==> src/rtl/llk_pkg.sv <==
// Shared types for the line-locked interval controller.
package llk_pkg;
    // Reason an interval was closed on the current sample.
    typedef enum logic [1:0] {
        END_NONE  = 2'd0,
        END_COUNT = 2'd1,
        END_CROSS = 2'd2,
        END_FORCE = 2'd3
    } end_cause_t;
endpackage

==> src/rtl/llk_zero_cross.sv <==
// Rising zero-crossing detector with holdoff.
// Assumes: smp_sign is the sign bit of the sample qualified by smp_valid;
// hold_len is the holdoff to load on an accepted crossing.
module llk_zero_cross #(
    parameter int PER_W = 12
) (
    input  logic             clk,
    input  logic             rst_n,
    input  logic             smp_valid,
    input  logic             smp_sign,
    input  logic [PER_W-1:0] hold_len,
    output logic             accept
);
    logic             prev_neg;
    logic [PER_W-1:0] hold_cnt;
    logic             rising;

    // Candidate: negative previous sample, non-negative current sample.
    always_comb begin
        rising = smp_valid && prev_neg && !smp_sign;
        accept = rising && (hold_cnt == '0);
    end

    // Track the previous polarity and run the holdoff countdown.
    always_ff @(posedge clk) begin
        if (!rst_n) begin
            prev_neg <= 1'b0;
            hold_cnt <= '0;
        end else if (smp_valid) begin
            prev_neg <= smp_sign;
            if (accept)
                hold_cnt <= hold_len;
            else if (hold_cnt != '0)
                hold_cnt <= hold_cnt - 1'b1;
        end
    end
endmodule

==> src/rtl/llk_period.sv <==
// Line cycle measurement and holdoff length.
// Assumes: accept marks a strobed sample that is an accepted crossing.
module llk_period #(
    parameter int PER_W    = 12,
    parameter int DEF_HOLD = 31
) (
    input  logic             clk,
    input  logic             rst_n,
    input  logic             smp_valid,
    input  logic             accept,
    output logic [PER_W-1:0] hold_len,
    output logic [PER_W-1:0] period
);
    localparam logic [PER_W-1:0] CYC_MAX = '1;

    logic [PER_W-1:0] cyc_cnt;
    logic             have_ref;
    logic [PER_W+1:0] three_q;

    // Holdoff: default before a reference, else 3/4 of the cycle just closed.
    always_comb begin
        three_q  = {2'b00, cyc_cnt} * 3;
        hold_len = have_ref ? three_q[PER_W+1:2] : PER_W'(DEF_HOLD);
    end

    // Count samples since the last crossing and latch the cycle length.
    always_ff @(posedge clk) begin
        if (!rst_n) begin
            cyc_cnt  <= '0;
            have_ref <= 1'b0;
            period   <= '0;
        end else if (smp_valid) begin
            if (accept) begin
                if (have_ref)
                    period <= cyc_cnt;
                have_ref <= 1'b1;
                cyc_cnt  <= PER_W'(1);
            end else if (cyc_cnt != CYC_MAX) begin
                cyc_cnt <= cyc_cnt + 1'b1;
            end
        end
    end
endmodule

==> src/rtl/llk_interval.sv <==
// Interval counter: decides the end of each accumulation interval.
// Assumes: min_count and lock_en are stable while an interval is closed.
module llk_interval
    import llk_pkg::*;
#(
    parameter int COUNT_W = 16
) (
    input  logic               clk,
    input  logic               rst_n,
    input  logic               smp_valid,
    input  logic               accept,
    input  logic               lock_en,
    input  logic [COUNT_W-1:0] min_count,
    output logic               interval_end,
    output logic [COUNT_W:0]   divisor,
    output logic               no_line
);
    logic [COUNT_W:0] int_cnt;
    logic [COUNT_W:0] n_now;
    logic [COUNT_W:0] eff_min;
    logic [COUNT_W:0] limit2;
    end_cause_t       cause;

    // Classify the current sample against the end conditions.
    always_comb begin
        n_now   = int_cnt + 1'b1;
        eff_min = (min_count == '0) ? (COUNT_W+1)'(1) : {1'b0, min_count};
        limit2  = eff_min << 1;
        cause   = END_NONE;
        if (smp_valid) begin
            if (!lock_en) begin
                if (n_now >= eff_min) cause = END_COUNT;
            end else if (accept && (n_now > eff_min)) begin
                cause = END_CROSS;
            end else if (n_now >= limit2) begin
                cause = END_FORCE;
            end
        end
    end

    // Advance the count, publish divisor and flag at each interval end.
    always_ff @(posedge clk) begin
        if (!rst_n) begin
            int_cnt      <= '0;
            interval_end <= 1'b0;
            divisor      <= '0;
            no_line      <= 1'b0;
        end else begin
            interval_end <= (cause != END_NONE);
            if (cause != END_NONE) begin
                int_cnt <= '0;
                divisor <= n_now;
                no_line <= (cause == END_FORCE);
            end else if (smp_valid) begin
                int_cnt <= n_now;
            end
        end
    end
endmodule

==> src/rtl/llk_ctrl.sv <==
// Line-locked accumulation interval controller, top level.
// Assumes: one sample per smp_valid strobe, two's complement smp_data.
module llk_ctrl #(
    parameter int SAMPLE_W = 16,
    parameter int COUNT_W  = 16,
    parameter int PER_W    = 12,
    parameter int DEF_HOLD = 31
) (
    input  logic                clk,
    input  logic                rst_n,
    input  logic                smp_valid,
    input  logic [SAMPLE_W-1:0] smp_data,
    input  logic [COUNT_W-1:0]  min_count,
    input  logic                lock_en,
    output logic                interval_end,
    output logic [COUNT_W:0]    divisor,
    output logic [PER_W-1:0]    period,
    output logic                no_line
);
    logic             zc_accept;
    logic [PER_W-1:0] hold_len;

    llk_zero_cross #(.PER_W(PER_W)) u_zc (
        .clk(clk), .rst_n(rst_n), .smp_valid(smp_valid),
        .smp_sign(smp_data[SAMPLE_W-1]), .hold_len(hold_len),
        .accept(zc_accept)
    );

    llk_period #(.PER_W(PER_W), .DEF_HOLD(DEF_HOLD)) u_per (
        .clk(clk), .rst_n(rst_n), .smp_valid(smp_valid),
        .accept(zc_accept), .hold_len(hold_len), .period(period)
    );

    llk_interval #(.COUNT_W(COUNT_W)) u_int (
        .clk(clk), .rst_n(rst_n), .smp_valid(smp_valid),
        .accept(zc_accept), .lock_en(lock_en), .min_count(min_count),
        .interval_end(interval_end), .divisor(divisor), .no_line(no_line)
    );
endmodule

==> config.mk <==
export PLATFORM = sky130hd
export DESIGN_NAME = llk_ctrl
export DESIGN_NICKNAME = d
export VERILOG_FILES = /design/src/rtl/llk_pkg.sv /design/src/rtl/llk_zero_cross.sv /design/src/rtl/llk_period.sv /design/src/rtl/llk_interval.sv /design/src/rtl/llk_ctrl.sv
export SDC_FILE = /design/constraint.sdc
export NUM_CORES = 1
export LEC_CHECK = 0
export ABC_CLOCK_PERIOD_IN_PS = 4900
export BUFFER_PORTS_ARGS = -buffer_cell sky130_fd_sc_hd__buf_2
export CORE_ASPECT_RATIO = 0.8
export CORE_MARGIN = 3
export CORE_UTILIZATION = 63
export DETAILED_ROUTE_END_ITERATION = 10
export PLACE_DENSITY = 0.95
export SYNTH_ARGS = -nofsm -noshare
export SYNTH_HDL_FRONTEND = slang
export SYNTH_SLANG_ARGS = --single-unit
export TNS_END_PERCENT = 30
==> constraint.sdc <==
create_clock -name clk -period 4.9 [get_ports clk]
set_clock_uncertainty 0.1 [all_clocks]
set_input_delay 0.245 -clock clk [delete_from_list [all_inputs] [get_ports clk]]
set_output_delay 0.245 -clock clk [all_outputs]
set_load 0.03 [all_outputs]
# Yosys cells after proc, flatten, opt, wreduce, memory -nomap -nowiden
# Cells that the tools add are included.
word_totals:
  register_bits: 74
  in_bits: 36
  output_inout_bits: 31
  wordCells: 46
op_classes:
  add_sub_neg: 3
  multipliers: 1
  magnitude_cmp: 3
  n_eq_ne: 2
  mux: 11
  n_bitwise: 1
  n_reduce_logical: 16
op_table:
  columns: ["op", "count"]
  rows:
  - ["12-bit two-way mux", 5]
  - ["17-bit >= comparator", 2]
  - ["17-bit by 1-bit adder with 17-bit output, second input constant", 1]
  - ["17-bit > comparator", 1]
  - ["16-bit zero test", 1]
  - ["16-bit two-way mux", 1]
  - ["12-bit by 2-bit multiplier with 14-bit output, second input constant", 1]
  - ["12-bit by 1-bit adder with 12-bit output, second input constant", 1]
  - ["12-bit zero test", 1]
  - ["12-bit != test, second input constant", 1]
  - ["12-bit nonzero test", 1]
  - ["12-bit by 1-bit subtractor with 12-bit output, second input constant", 1]
  - ["2-bit two-way mux", 4]
  - ["2-bit AND reduction", 3]
  - ["2-bit nonzero test", 3]
  - ["1-bit logical AND", 4]
  - ["3-bit AND reduction", 1]
  - ["2-bit == test, second input constant", 1]
  - ["2-bit OR reduction", 1]
  - ["1-bit zero test", 1]
  - ["1-bit two-way mux", 1]
  - ["1-bit inverter", 1]

# Longest topological paths before layout
# Gate-level depths: netlist of the first run.
logic_depth:
  depth_word: 9
  ltp_mapped: 16

# Modules after synthesis
# Synthesis of the first run repeated with hierarchy kept, for this count alone.
hier_totals:
  hier_cells: 632
  area_unflattened_um2: 5176.2
by_module_without_submodules:
  columns: ["module", "n_inst", "cells_per_inst", "area_each_um2"]
  rows:
  - ["llk_interval", 1, 305, 2613.8]
  - ["llk_period", 1, 210, 1682.9]
  - ["llk_zero_cross", 1, 117, 879.6]

# Least setup slack after synthesis of the first run
# No wires, ideal clock.
synth_timing:
  kind: "register to register"
  start: "register u_int.int_cnt[0]"
  end: "register u_int.interval_end"
  setup_ns: 0.115
  arrival_time_ns: 3.096
  required_time_ns: 4.685
  slack_ns: 1.589
  path_stages_with_launch: 16
  path_buffers: 3
  path_cell_list: "dfxtp_1 ha_1 and3_1 buf_2 nand2_2 nor2_1 xor2_1 ha_1 a21oi_1 o21ai_0 or3_1 a211o_1 o21a_1 buf_6 buf_12 and2_1"
synth_via:
  elab_chain_cells: 7
synth_rtl:
  columns: ["element", "line_no", "text"]
  rows:
  - ["from (decl)", "llk_interval.sv:18", "logic [COUNT_W:0] int_cnt;"]
  - ["from (signal assigned)", "llk_interval.sv:55", "int_cnt <= n_now;"]
  - ["17-bit by 1-bit adder with 17-bit output *", "llk_interval.sv:26", "n_now = int_cnt + 1'b1;"]
  - ["net u_int.n_now[12]", "llk_interval.sv:19", "logic [COUNT_W:0] n_now;"]
  - ["17-bit >= comparator or 17-bit > comparator (tied branches)", "llk_interval.sv:35, llk_interval.sv:33", null]
  - ["2-bit two-way mux or 1-bit logical AND (tied branches)", "llk_interval.sv:35, llk_interval.sv:33", null]
  - ["2-bit two-way mux", "llk_interval.sv:33", "end else if (accept && (n_now > eff_min)) begin"]
  - ["2-bit two-way mux *", "llk_interval.sv:31", "if (!lock_en) begin"]
  - ["2-bit two-way mux *", "llk_interval.sv:30", "if (smp_valid) begin"]
  - ["2-bit nonzero test *", "llk_interval.sv:49", "interval_end <= (cause != END_NONE);"]
  - ["to (signal assigned)", "llk_interval.sv:49", null]
  - ["to (decl)", "llk_interval.sv:14", "output logic interval_end,"]
# The timed path passes the listed nets; every way through them passes the cells marked *.
# A chain may end at the register's enable or synchronous reset.

# Worst setup path after layout of the first run
layout_timing:
  start: "register u_int.int_cnt[0]"
  end: "register u_int.int_cnt[16]"
layout_via:
  elab_chain_cells: 8
layout_rtl:
  columns: ["element", "line_no", "text"]
  rows:
  - ["17-bit by 1-bit adder with 17-bit output *", "llk_interval.sv:26", null]
  - ["net u_int.n_now[9]", "llk_interval.sv:19", null]
  - ["17-bit >= comparator or 17-bit > comparator (tied branches)", "llk_interval.sv:35, llk_interval.sv:33", null]
  - ["2-bit two-way mux or 1-bit logical AND (tied branches)", "llk_interval.sv:35, llk_interval.sv:33", null]
  - ["2-bit two-way mux", "llk_interval.sv:33", null]
  - ["2-bit two-way mux *", "llk_interval.sv:31", null]
  - ["2-bit two-way mux *", "llk_interval.sv:30", null]
  - ["2-bit nonzero test *", "llk_interval.sv:50", "if (cause != END_NONE) begin"]
  - ["2-bit OR reduction (no line) *", null, null]
# Marked as above.

==> impl_results.rst, run 1 <==
.. list-table::
   :header-rows: 1

   * - Metric
     - Value
   * - I/O pins
     - 67
   * - Highest attainable clock frequency
     - approximately 0.22 GHz
   * - Longest Clk Path Bufs
     - 2
   * - Num Clock Sinks
     - 74
   * - Number of hold violations in the final report
     - 0
   * - Area growth from synthesis to layout
     - 10.6%
   * - Final weighted congestion of routability-driven global placement
     - 0.934
   * - DIE HEIGHT
     - 85.1 um
   * - Ordered list of cells on the worst path
     - nand3_1, nor3_1, and2_1, nand2_1, xnor2_1, ha_1, a211oi_1, o21ai_0, o211ai_1, and4b_1, a31oi_1, o21a_2, buf_4, nor3b_2
   * - Library cells used by synthesis
     - between 50 and 60
   * - Std-Cell Rows
     - 28
   * - DRC viols
     - 0
   * - Setup fix buffers added after clock tree synthesis
     - 0
   * - Ratio of final minimum period to clock period
     - 92.3%
   * - Setup tns final
     - 0 ps
   * - Clock slew at the register clock pins of the worst setup and hold paths
     - ~80 ps
   * - Setup crit end kind
     - flop
   * - Launching element type of the critical path
     - flop
   * - Max-cap viol count
     - 0
   * - Storage cell area
     - 0.00148 mm^2
   * - DR WL/cell
     - about 18 um
   * - Required @ worst endpoint
     - 5050 ps
   * - Number of filler instances in the final layout
     - 530
   * - Pin count of the biggest net entering global routing
     - 85
   * - Sequential cell area fraction in the yosys report
     - 30.1%
   * - Resize count post-CTS
     - 0
   * - Horiz. Die Dim
     - roughly 100 um
   * - Critical path origin
     - u_int.int_cnt[0]$_SDFFE_PP0P_
   * - Total buffers and inverters traversed by the critical path
     - 1
   * - Utilization of the core after routing
     - a little over 70%
   * - Global-route wire length before repair
     - between 20 and 25 mm
   * - Async S/R FF share, synth
     - 0%
   * - Fin crit period
     - 4520 ps
   * - Count of input and output buffers
     - 51
   * - First-pass DRT Iterations
     - 5
   * - Number of buffers created by CTS
     - 9
   * - Cell accounting for the most synthesized area
     - sky130_fd_sc_hd__dfxtp_1
   * - Share of final-layout standard cells stronger than drive strength 1
     - roughly 16%
   * - Relative max-transition margin
     - 40.7%
   * - Delay-heaviest family, CP
     - compound AO/OA/AOI/OAI gates
   * - Clock tree from TritonCTS
     - built
   * - Lkg Pwr
     - 2.29 nW
   * - Slew @ Worst Pin
     - between 800 and 900 ps
   * - Crit path DAT
     - 4670 ps
   * - Per-instance average area after synthesis
     - 8.45 um^2
   * - Max-slew violation count
     - 0
   * - Cell area after synthesis
     - 0.00493 mm^2
   * - Die ar.
     - approximately 0.0089 mm^2
   * - Worst setup slack after placement
     - 702 ps
   * - Final count of negative-setup-slack endpoints
     - 0
   * - Finished layout cell area
     - ~0.0054 mm^2
   * - Start point of the worst min-delay path
     - smp_data[15]
   * - Worst-Skew Late Latency
     - 360 ps
   * - Count of H-tree levels built during CTS
     - 3
   * - Largest driver fanout on the critical path
     - 22
   * - Warnings from Yosys
     - 0
   * - Slowest stage cell on the critical path
     - sky130_fd_sc_hd__o21a_2
   * - Yosys top cell area share
     - 30.1%
   * - CP max stage delay
     - between 600 and 700 ps
   * - Core region area
     - about 0.0075 mm^2
   * - Area of the multi-input gates
     - 0.00319 mm^2
   * - Synthesized flop and latch total
     - 74
   * - Startpoint of the most critical register-to-register path
     - u_int.int_cnt[0]$_SDFFE_PP0P_
   * - Post-synth EDFFs
     - 0
   * - CTS Hold Bufs
     - 0
   * - Run status
     - completed
   * - Antenna diodes
     - 0
   * - GR Util All Layers
     - 30.4%
   * - Grt ovf
     - 0
   * - Nets@finish
     - 709
   * - Vias
     - 4722
   * - Cell Pwr Density
     - approximately 330 mW/mm^2
   * - Number of global-route vias before repair
     - 4486
   * - Detailed Route Iter0 Violations
     - between 600 and 700
   * - Syn Inst Count
     - slightly below 600
   * - Initial antenna violation count
     - 0
   * - Standard cell area after detailed placement
     - 0.00520 mm^2
   * - ANT nets after route
     - 0
   * - Worst Path Class, Setup
     - flop to flop
   * - Post-DP HPWL
     - 8.98 mm
   * - Synth top area cells
     - sky130_fd_sc_hd__dfxtp_1 (30%), sky130_fd_sc_hd__ha_1 (12%), sky130_fd_sc_hd__nand2_1 (7.2%), sky130_fd_sc_hd__xor2_1 (5.2%), sky130_fd_sc_hd__nor3b_2 (4.3%)
   * - Total wire length after detailed routing
     - 13.3 mm
   * - Vias per Instance
     - 6.42
   * - Starting utilization of the core area
     - ~66%
   * - Most frequently used flop master after synthesis
     - sky130_fd_sc_hd__dfxtp_1
   * - Root buffer cell
     - sky130_fd_sc_hd__clkbuf_8
   * - Max rail drop VDD
     - 0.206 mV
   * - HP Class
     - primary input to flop
   * - Setup slack after layout
     - 377 ps
   * - Unrepaired setup endpoints after global routing
     - no
   * - Post-Synthesis Net Count
     - 666
[registers in the layout, indices dropped and copies added, names as in the netlist, 12 cells and up]
signal         cells
u_int.int_cnt     17
u_zc.hold_cnt     12
u_int.divisor     17
u_per.cyc_cnt     12
u_per.period      12
[metrics by stage]
stage | power (W) | hold WS, ps | instances
6_report | 0.00179 | 63.2 | 736
5_1_grt | 0.00187 | 94.9 | 736
4_1_cts | 0.00176 | 68.7 | 736
3_5_place_dp | 0.00117 | 341 | 720
3_3_place_gp | 0.00114 | 333 | 720
2_1_floorplan | 0.00107 | 314 | 583
[synth_stat cells, types with 4 or more instances]
library cell,n
sky130_fd_sc_hd__mux2i_1,20
sky130_fd_sc_hd__o21a_1,5
sky130_fd_sc_hd__clkbuf_1,14
sky130_fd_sc_hd__xor2_1,29
sky130_fd_sc_hd__or3_1,4
sky130_fd_sc_hd__inv_1,30
sky130_fd_sc_hd__nor3_1,13
sky130_fd_sc_hd__nor2_1,34
sky130_fd_sc_hd__nand3_1,17
sky130_fd_sc_hd__a21oi_1,27
sky130_fd_sc_hd__dfxtp_1,74
sky130_fd_sc_hd__a21boi_0,11
sky130_fd_sc_hd__xnor2_1,21
sky130_fd_sc_hd__nor4_1,4
sky130_fd_sc_hd__buf_2,4
sky130_fd_sc_hd__nor3b_2,17
sky130_fd_sc_hd__a21boi_1,4
sky130_fd_sc_hd__and3_1,8
sky130_fd_sc_hd__o21ai_0,24
sky130_fd_sc_hd__and2_1,5
sky130_fd_sc_hd__a211oi_1,6
sky130_fd_sc_hd__nand2_1,94
sky130_fd_sc_hd__a31oi_1,4
sky130_fd_sc_hd__nand4_1,11
sky130_fd_sc_hd__ha_1,46
sky130_fd_sc_hd__nor2b_1,9
[worst reg2reg max path, cell delays in order (launching register included)]
cell	delay [ps]
sky130_fd_sc_hd__dfxtp_1	460
sky130_fd_sc_hd__nand3_1	180
sky130_fd_sc_hd__nor3_1	440
sky130_fd_sc_hd__and2_1	280
sky130_fd_sc_hd__nand2_1	90
sky130_fd_sc_hd__xnor2_1	450
sky130_fd_sc_hd__ha_1	260
sky130_fd_sc_hd__a211oi_1	110
sky130_fd_sc_hd__o21ai_0	290
sky130_fd_sc_hd__o211ai_1	150
sky130_fd_sc_hd__and4b_1	220
sky130_fd_sc_hd__a31oi_1	250
sky130_fd_sc_hd__o21a_2	650
sky130_fd_sc_hd__buf_4	400
sky130_fd_sc_hd__nor3b_2	100
[routing by layer]
metal	global-route usage [%]	up-vias	routed length (um)	share of wire, %
li1	-	2126	-	-
met2	46.8	338	5900	44
met1	39.1	2170	5320	40
met3	8.21	88	1430	11
met5	0	-	0	0
met4	16.6	0	663	5.0
[layout make-up]
cell class	instances	share of cell area, %
Multi-Input combinational cell	456	58.6
Sequential cell	74	27.2
Timing Repair Buffer	55	5.24
Clock buffer	12	2.66
Tap cell	105	2.41
Inverter	30	2.07
Clock inverter	4	1.81
[logic make-up (layout without fill, tap and decap cells)]
kind of cell / count (synthesis) / after routing / share of synthesized area, %
buffers and inverters: 53 / 101 / 5.11
flip-flops: 74 / 74 / 30.1
multiplexers: 20 / 20 / 4.06
adder cells (fa/ha/maj): 47 / 47 / 12.1
AO/OA/AOI/OAI: 106 / 106 / 14.0
XOR/XNOR: 50 / 50 / 8.89
AND/OR/NAND/NOR: 233 / 233 / 25.8
[power by group]
part           switching (W)  total [W]  internal [W]
Clock               0.000235   0.000588      0.000354
Combinational       0.000300   0.000487      0.000187
Sequential         0.0000643   0.000710      0.000645
Total               0.000599    0.00179       0.00119
[placed cells by master, fill, tap and decap left out, types with 3 or more instances in the layout]
| cell type | netlist | layout |
|---|---|---|
| sky130_fd_sc_hd__nand2_1 | 94 | 94 |
| sky130_fd_sc_hd__dfxtp_1 | 74 | 74 |
| sky130_fd_sc_hd__buf_2 | 4 | 51 |
| sky130_fd_sc_hd__ha_1 | 46 | 46 |
| sky130_fd_sc_hd__nor2_1 | 34 | 34 |
| sky130_fd_sc_hd__inv_1 | 30 | 30 |
| sky130_fd_sc_hd__xor2_1 | 29 | 29 |
| sky130_fd_sc_hd__a21oi_1 | 27 | 27 |
| sky130_fd_sc_hd__o21ai_0 | 24 | 24 |
| sky130_fd_sc_hd__xnor2_1 | 21 | 21 |
| sky130_fd_sc_hd__mux2i_1 | 20 | 20 |
| sky130_fd_sc_hd__nand3_1 | 17 | 17 |
| sky130_fd_sc_hd__nor3b_2 | 17 | 17 |
| sky130_fd_sc_hd__nor3_1 | 13 | 13 |
| sky130_fd_sc_hd__a21boi_0 | 11 | 11 |
| sky130_fd_sc_hd__nand4_1 | 11 | 11 |
| sky130_fd_sc_hd__clkbuf_8 | 0 | 10 |
| sky130_fd_sc_hd__nor2b_1 | 9 | 9 |
| sky130_fd_sc_hd__and3_1 | 8 | 8 |
| sky130_fd_sc_hd__a211oi_1 | 6 | 6 |
| sky130_fd_sc_hd__and2_1 | 5 | 5 |
| sky130_fd_sc_hd__o21a_1 | 5 | 4 |
| sky130_fd_sc_hd__nor4_1 | 4 | 4 |
| sky130_fd_sc_hd__or3_1 | 4 | 4 |
| sky130_fd_sc_hd__a31oi_1 | 4 | 4 |
| sky130_fd_sc_hd__a21boi_1 | 4 | 4 |
| sky130_fd_sc_hd__buf_4 | 0 | 4 |
| sky130_fd_sc_hd__o211ai_1 | 3 | 3 |
| sky130_fd_sc_hd__and4_1 | 3 | 3 |
| sky130_fd_sc_hd__or2_2 | 3 | 3 |
| sky130_fd_sc_hd__bufinv_16 | 0 | 3 |
[final timing paths]
kind / to / slack (ps) / cells after the start
worst max-delay path: u_int.int_cnt[16]$_SDFFE_PP0P_ / 380 / 14
worst min-delay path: u_zc.prev_neg$_SDFFE_PN0P_ / 60 / 3
worst max register to register: u_int.int_cnt[16]$_SDFFE_PP0P_ / 380 / 14
worst min register to register: u_per.period[5]$_SDFFE_PN0P_ / 350 / 2
No activity file was read; power rests on OpenSTA's default activity.
==> run 2, diff against run 1 <==
--- a/config.mk
+++ b/config.mk
@@ -12,6 +12,7 @@
 export CORE_UTILIZATION = 63
 export DETAILED_ROUTE_END_ITERATION = 10
 export PLACE_DENSITY = 0.95
+export REMOVE_ABC_BUFFERS = 1
 export SYNTH_ARGS = -nofsm -noshare
 export SYNTH_HDL_FRONTEND = slang
 export SYNTH_SLANG_ARGS = --single-unit
==> impl_results.rst, run 2 (synthesis gave the netlist of run 1 again) <==
.. list-table::
   :header-rows: 1

   * - Metric
     - Value
   * - Run status
     - completed
   * - First-pass DRT Iterations
     - 6 (+1)
   * - Post-DP HPWL
     - 8.84 mm (-1.6%)
   * - Detailed Route Iter0 Violations
     - 371 (-40%)
   * - Number of global-route vias before repair
     - 4277 (-4.7%)
   * - Final weighted congestion of routability-driven global placement
     - 0.920 (-1.5%)
   * - Total wire length after detailed routing
     - 12.2 mm (-8.0%)
   * - DIE HEIGHT
     - 85.1 um (unchanged)
   * - Number of cells in the finished layout apart from fillers
     - 737 (+0.14%)
   * - Worst setup slack for register-to-register paths
     - 610 ps (+230 ps)
   * - Max-cap viol count
     - 0 (unchanged)
   * - Setup tns final
     - 0 ps (unchanged)
   * - Die ar.
     - 0.00892 mm^2 (unchanged)
   * - Cell Pwr Density
     - 304 mW/mm^2 (-7.2%)
   * - Num Clock Sinks
     - 74 (unchanged)
   * - Most frequent cells in the layout
     - sky130_fd_sc_hd__nand2_1 (94), sky130_fd_sc_hd__dfxtp_1 (74), sky130_fd_sc_hd__buf_2 (51), sky130_fd_sc_hd__ha_1 (46), sky130_fd_sc_hd__nor2_1 (34)
   * - Slew @ Worst Pin
     - 865 ps (-16.7 ps)
   * - Count of H-tree levels built during CTS
     - 3 (unchanged)
   * - Regs by FF count
     - u_int.divisor (17), u_int.int_cnt (17)
   * - Share of final-layout standard cells stronger than drive strength 1
     - 16.3% (+0.45 points)
   * - GR Util All Layers
     - 27.8% (-2.6 points)
   * - DRC viols
     - 0 (unchanged)
   * - CTS Hold Bufs
     - 0 (unchanged)
   * - Commonest non-fill, non-tap cell in the layout
     - sky130_fd_sc_hd__nand2_1
   * - HP Class
     - primary input to flop
   * - Horiz. Die Dim
     - 105 um (unchanged)
   * - Highest attainable clock frequency
     - 0.233 GHz (+5.4%)
   * - Worst-Skew Late Latency
     - 370 ps (about the same)
   * - Worst Path Class, Setup
     - flop to flop
   * - Clock tree from TritonCTS
     - built
   * - Root buffer cell
     - sky130_fd_sc_hd__clkbuf_8
   * - DR WL/cell
     - 16.6 um (-8.1%)
   * - Hold EP
     - u_zc.prev_neg$_SDFFE_PN0P_
   * - Relative max-transition margin
     - 42.3% (+1.6 points)
   * - Start point of the worst min-delay path
     - smp_data[15]
   * - Setup crit end kind
     - flop
   * - ANT nets after route
     - 0 (unchanged)
   * - Placed Cells incl. Taps
     - 721 (+0.14%)
   * - Max rail drop VDD
     - 0.190 mV (-7.7%)
   * - Resize count post-CTS
     - 0 (unchanged)
   * - Global-route wire length before repair
     - 20.4 mm (-7.3%)
   * - Setup slack after layout
     - 609 ps (+232 ps)
   * - Worst setup slack after placement
     - 882 ps (+180 ps)
   * - I/O pins
     - 67 (unchanged)
   * - Longest Clk Path Bufs
     - 2 (unchanged)
   * - Core region area
     - 0.00750 mm^2 (unchanged)
   * - Antenna diodes
     - 0 (unchanged)
   * - Required @ worst endpoint
     - 5090 ps (+40 ps)
   * - Std-Cell Rows
     - 28 (unchanged)
   * - Nets@finish
     - 710 (+0.14%)
   * - Max-slew violation count
     - 0 (unchanged)
   * - Count of input and output buffers
     - 51 (unchanged)
   * - Starting utilization of the core area
     - 65.7% (unchanged)
   * - Hold Crit Depth
     - 3 (unchanged)
   * - Overall power consumption
     - 0.00165 W (-7.8%)
   * - Unrepaired setup endpoints after global routing
     - no
   * - Reg2reg end
     - u_int.divisor[14]$_SDFFE_PN0P_
   * - Ratio of final minimum period to clock period
     - 87.6% (-4.7 points)
   * - Startpoint of the most critical register-to-register path
     - u_int.int_cnt[0]$_SDFFE_PP0P_
   * - Fin crit period
     - 4290 ps (-232 ps)
   * - Clock slew at the register clock pins of the worst setup and hold paths
     - 90 ps (about the same)
   * - Pin count of the biggest net entering global routing
     - 56 (-34%)
   * - Setup fix buffers added after clock tree synthesis
     - 0 (unchanged)
   * - Number of buffers created by CTS
     - 9 (unchanged)
   * - Launching element type of the critical path
     - flop
   * - Area growth from synthesis to layout
     - 9.88%
   * - Lkg Pwr
     - 2.27 nW (-1.0%)
   * - Critical path origin
     - u_int.int_cnt[0]$_SDFFE_PP0P_
   * - Vias per Instance
     - 6.04 (-5.8%)
   * - Largest driver fanout on the critical path
     - 20 (-9.1%)
   * - Number of hold violations in the final report
     - 0 (unchanged)
   * - Worst r2r path cells
     - 15 (+1)
   * - Final count of negative-setup-slack endpoints
     - 0 (unchanged)
   * - Vias
     - 4454 (-5.7%)
   * - Crit path DAT
     - 4480 ps (-190 ps)
   * - Initial antenna violation count
     - 0 (unchanged)
   * - Grt ovf
     - 0 (unchanged)
run 2: changes by cell type in the layout (fill, tap and decap cells not counted):
cell,delta
sky130_fd_sc_hd__buf_12,+1
sky130_fd_sc_hd__bufinv_16,-3
sky130_fd_sc_hd__clkbuf_1,-2
sky130_fd_sc_hd__clkinv_4,+1
sky130_fd_sc_hd__clkinvlp_4,+2
sky130_fd_sc_hd__inv_6,+2
run 2: metrics by stage:
step,hold slack (ps),instance area [um^2],utilization [%]
2_1_floorplan,267,4790,-
3_3_place_gp,334,5230,69.7
3_5_place_dp,345,5230,69.7
4_1_cts,90.4,5410,72.2
5_1_grt,118,5410,72.2
6_report,90.3,5410,72.2
run 2: layout make-up:
class | instances | area [um^2]
clock buffers | 10 | 138
well taps | 105 | 131
clock inverters | 6 | 50.0
fillers | 539 | 2080
multi-input cells | 456 | 3190
repair buffers | 56 | 305
inverters | 30 | 113
flip-flops and latches | 74 | 1480
run 2: how the worst max path moves through the flow:
stage / end / slack (ps)
4_1_cts: u_int.interval_end$_SDFF_PN0_ / 780
3_5_place_dp: u_int.divisor[12]$_SDFFE_PN0P_ / 880
3_3_place_gp: u_int.divisor[9]$_SDFFE_PN0P_ / 1030
5_1_grt: u_int.divisor[14]$_SDFFE_PN0P_ / 340
2_1_floorplan: u_int.divisor[0]$_SDFFE_PN0P_ / 880
6_report: u_int.divisor[14]$_SDFFE_PN0P_ / 610
run 2: worst max-delay path: stages, from the launching register on:
cell and delay, ps:
sky130_fd_sc_hd__dfxtp_1 490, sky130_fd_sc_hd__nand3_1 190, sky130_fd_sc_hd__nor3_1 320, sky130_fd_sc_hd__buf_4 210, sky130_fd_sc_hd__and2_1 200, sky130_fd_sc_hd__nand2_1 80, sky130_fd_sc_hd__xnor2_1 370, sky130_fd_sc_hd__ha_1 230
sky130_fd_sc_hd__nand4_1 90, sky130_fd_sc_hd__nor2_1 200, sky130_fd_sc_hd__o311ai_0 210, sky130_fd_sc_hd__and4b_1 300, sky130_fd_sc_hd__a31oi_1 220, sky130_fd_sc_hd__o21a_2 530, sky130_fd_sc_hd__buf_12 260, sky130_fd_sc_hd__mux2i_1 200
run 2: metal layers:
layer / GRT usage, % / share of wire (%) / vias up
met5: 0 / 0 / -
met4: 9.54 / 2.1 / 0
met3: 5.17 / 7.4 / 28
met2: 46.7 / 47 / 220
met1: 36.2 / 43 / 2086
li1: - / - / 2120
run 2: where the power goes:
part | leakage [nW] | internal, W | switching, W
combinational | 1.58 | 0.000188 | 0.000290
clock | 0.0895 | 0.000203 | 0.000257
sequential | 0.599 | 0.000645 | 0.0000631
total | 2.27 | 0.00104 | 0.000609
==> run 3, diff against run 2 <==
--- a/config.mk
+++ b/config.mk
@@ -6,7 +6,7 @@
 export NUM_CORES = 1
 export LEC_CHECK = 0
 export ABC_CLOCK_PERIOD_IN_PS = 4900
-export BUFFER_PORTS_ARGS = -buffer_cell sky130_fd_sc_hd__buf_2
+export BUFFER_PORTS_ARGS = -buffer_cell sky130_fd_sc_hd__buf_4
 export CORE_ASPECT_RATIO = 0.8
 export CORE_MARGIN = 3
 export CORE_UTILIZATION = 63
==> constraint.sdc (replaced) <==
create_clock -name clk -period 4.9 [get_ports clk]
set_clock_uncertainty 0.1 [all_clocks]
set_input_delay 0.245 -clock clk [delete_from_list [all_inputs] [get_ports clk]]
set_output_delay 0.245 -clock clk [all_outputs]
set_load 0.05 [all_outputs]
==> impl_results.rst, run 3 (synthesis gave the netlist of run 1 again) <==
.. list-table::
   :header-rows: 1

   * - Metric
     - Value
   * - Internal power component
     - 0.00113 W (+8.7%)
   * - Launching element type of the critical path
     - flop
   * - Unrepaired setup endpoints after global routing
     - no
   * - Grt ovf
     - 0 (unchanged)
   * - Fin crit period
     - 4200 ps (-94.1 ps)
   * - Highest attainable clock frequency
     - 0.238 GHz (+2.2%)
   * - Count of H-tree levels built during CTS
     - 3 (unchanged)
   * - Number of global-route vias before repair
     - 4495 (+5.1%)
   * - First-pass DRT Iterations
     - 7 (+1)
   * - CTS Hold Bufs
     - 0 (unchanged)
   * - Longest Clk Path Bufs
     - 2 (unchanged)
   * - Ordered list of cells on the worst path
     - ha_1, and3_1, nand2_2, nor2_1, xor2_1, ha_1, nand4_1, nor2_1, o311ai_0, and4b_1, a31oi_1, o21a_2, buf_12, mux2i_1
   * - Worst setup slack after placement
     - 886 ps (+3.72 ps)
   * - Final weighted congestion of routability-driven global placement
     - 0.909 (-1.2%)
   * - Slowest stage cell on the critical path
     - sky130_fd_sc_hd__o21a_2
   * - Total wire length after detailed routing
     - 12.4 mm (+1.1%)
   * - Nets@finish
     - 709 (-0.14%)
   * - Clock tree from TritonCTS
     - built
   * - Crit path DAT
     - 4390 ps (-90 ps)
   * - Global-route wire length before repair
     - 20.8 mm (+2.0%)
   * - Worst Path Class, Setup
     - flop to flop
   * - I/O pins
     - 67 (unchanged)
   * - GR Util All Layers
     - 28.1% (+0.28 points)
   * - Clock slew at the register clock pins of the worst setup and hold paths
     - 80 ps (about the same)
   * - Commonest non-fill, non-tap cell in the layout
     - sky130_fd_sc_hd__nand2_1
   * - HP Class
     - primary input to flop
   * - Worst-Skew Late Latency
     - 370 ps (about the same)
   * - Ratio of final minimum period to clock period
     - 85.7% (-1.9 points)
   * - Count of input and output buffers
     - 51 (unchanged)
   * - Cell Pwr Density
     - 313 mW/mm^2 (+2.9%)
   * - Max-slew violation count
     - 0 (unchanged)
   * - Initial antenna violation count
     - 0 (unchanged)
   * - Setup fix buffers added after clock tree synthesis
     - 0 (unchanged)
   * - Resize count post-CTS
     - 0 (unchanged)
   * - Core region area
     - 0.00750 mm^2 (unchanged)
   * - Std-Cell Rows
     - 28 (unchanged)
   * - Overall power consumption
     - 0.00174 W (+5.7%)
   * - CP max stage delay
     - 530 ps (about the same)
   * - Switching Fraction
     - 35.2% (-1.8 points)
   * - DIE HEIGHT
     - 85.1 um (unchanged)
   * - Number of hold violations in the final report
     - 0 (unchanged)
   * - Antenna diodes
     - 0 (unchanged)
   * - Largest driver fanout on the critical path
     - 20 (unchanged)
   * - ANT nets after route
     - 0 (unchanged)
   * - Post-DP HPWL
     - 8.69 mm (-1.7%)
   * - Regs by FF count
     - u_int.divisor (17), u_int.int_cnt (17)
   * - Pin count of the biggest net entering global routing
     - 86 (+54%)
   * - DRC viols
     - 0 (unchanged)
   * - Root buffer cell
     - sky130_fd_sc_hd__clkbuf_8
   * - Share of final-layout standard cells stronger than drive strength 1
     - 16.0% (-0.29 points)
   * - Max-cap viol count
     - 0 (unchanged)
   * - Fraction of power consumed by sequential logic
     - 40.7% (-2.3 points)
   * - Run status
     - completed
   * - Most frequent cells in the layout
     - sky130_fd_sc_hd__nand2_1 (94), sky130_fd_sc_hd__dfxtp_1 (74), sky130_fd_sc_hd__buf_4 (54), sky130_fd_sc_hd__ha_1 (46), sky130_fd_sc_hd__nor2_1 (34)
   * - Clock power frac
     - 30.8% (+2.9 points)
   * - Setup crit end kind
     - flop
   * - Number of buffers created by CTS
     - 9 (unchanged)
   * - Vias
     - 4586 (+3.0%)
   * - Starting utilization of the core area
     - 65.7% (unchanged)
   * - Final hold slack
     - 72.5 ps (-17.8 ps)
   * - Required @ worst endpoint
     - 5090 ps (about the same)
   * - Max rail drop VDD
     - 0.224 mV (+18%)
   * - Switching power total
     - 0.000613 W (+0.62%)
   * - Horiz. Die Dim
     - 105 um (unchanged)
   * - Combinational group share of total power
     - 28.5% (-0.5 points)
   * - Setup tns final
     - 0 ps (unchanged)
   * - Setup slack after layout
     - 703 ps (+94.1 ps)
   * - Slew @ Worst Pin
     - 826 ps (-39.0 ps)
   * - Die ar.
     - 0.00892 mm^2 (unchanged)
   * - Num Clock Sinks
     - 74 (unchanged)
   * - Lkg Pwr
     - 2.29 nW (+1.1%)
   * - Detailed Route Iter0 Violations
     - 492 (+33%)
   * - Final count of negative-setup-slack endpoints
     - 0 (unchanged)
   * - Relative max-transition margin
     - 44.5% (+2.1 points)
   * - Area growth from synthesis to layout
     - 12.9%
   * - Vias per Instance
     - 6.23 (+3.1%)
   * - DR WL/cell
     - 16.8 um (+1.2%)
-- run 3: changes by cell type in the layout (fill, tap and decap cells not counted), sizes merged --
cell,change
buf,-1
bufinv,+2
inv,-1
clkinvlp,-1
-- run 3: layout make-up --
class                      count  area, um^2
tap                          105         131
inverter                      30         113
clock inverter                 6        90.1
sequential                    74        1480
clock buffer                  10         128
fill                         517        1930
multi-input combinational    456        3190
timing repair buffer          55         425
-- run 3: path summary, 6_finish.rpt --
kind	startpoint	end	slack [ps]	cells past startpoint
setup reg to reg	u_int.int_cnt[0]$_SDFFE_PP0P_	u_int.divisor[12]$_SDFFE_PN0P_	700	14
hold / removal	smp_data[15]	u_zc.prev_neg$_SDFFE_PN0P_	70	3
hold reg to reg	u_per.period[3]$_SDFFE_PN0P_	u_per.period[3]$_SDFFE_PN0P_	350	2
setup / recovery	u_int.int_cnt[0]$_SDFFE_PP0P_	u_int.divisor[12]$_SDFFE_PN0P_	700	14
-- run 3: worst max-delay path: cells and delay by family, from the launching register on --
family                   cells  cell delay [ps]
AND/OR/NAND/NOR              6             1220
flip-flops                   1              490
multiplexers                 1              200
XOR/XNOR                     1              370
AO/OA/AOI/OAI                3              980
buffers and inverters        1              260
adder cells (fa/ha/maj)      2              490
-- run 3: power groups by stage --
stage | logic [W] | registers, W | clock network [W]
final | 0.000496 | 0.000708 | 0.000535
after global routing | 0.000535 | 0.000710 | 0.000569
after CTS | 0.000482 | 0.000704 | 0.000538
after detailed placement | 0.000468 | 0.000718 | 0
after global placement | 0.000435 | 0.000713 | 0
after floorplan | 0.000350 | 0.000707 | 0
-- run 3: metrics by stage --
stage	util [%]	cells	instance area, um^2
final	74.2	736	5560
after detailed placement	71.3	720	5350
after global routing	74.2	736	5560
after global placement	71.3	720	5350
after CTS	74.2	736	5560
after floorplan	-	560	4790
-- run 3: per-layer routing --
layer  share of wire, %  vias up  wire length (um)  global-route usage [%]
met5                  0        -                 0                       0
met1                 43     2147              5280                    35.0
li1                   -     2124                 -                       -
met2                 46      257              5660                    46.1
met3                8.5       58              1050                    7.53
met4                3.1        0               384                    12.2
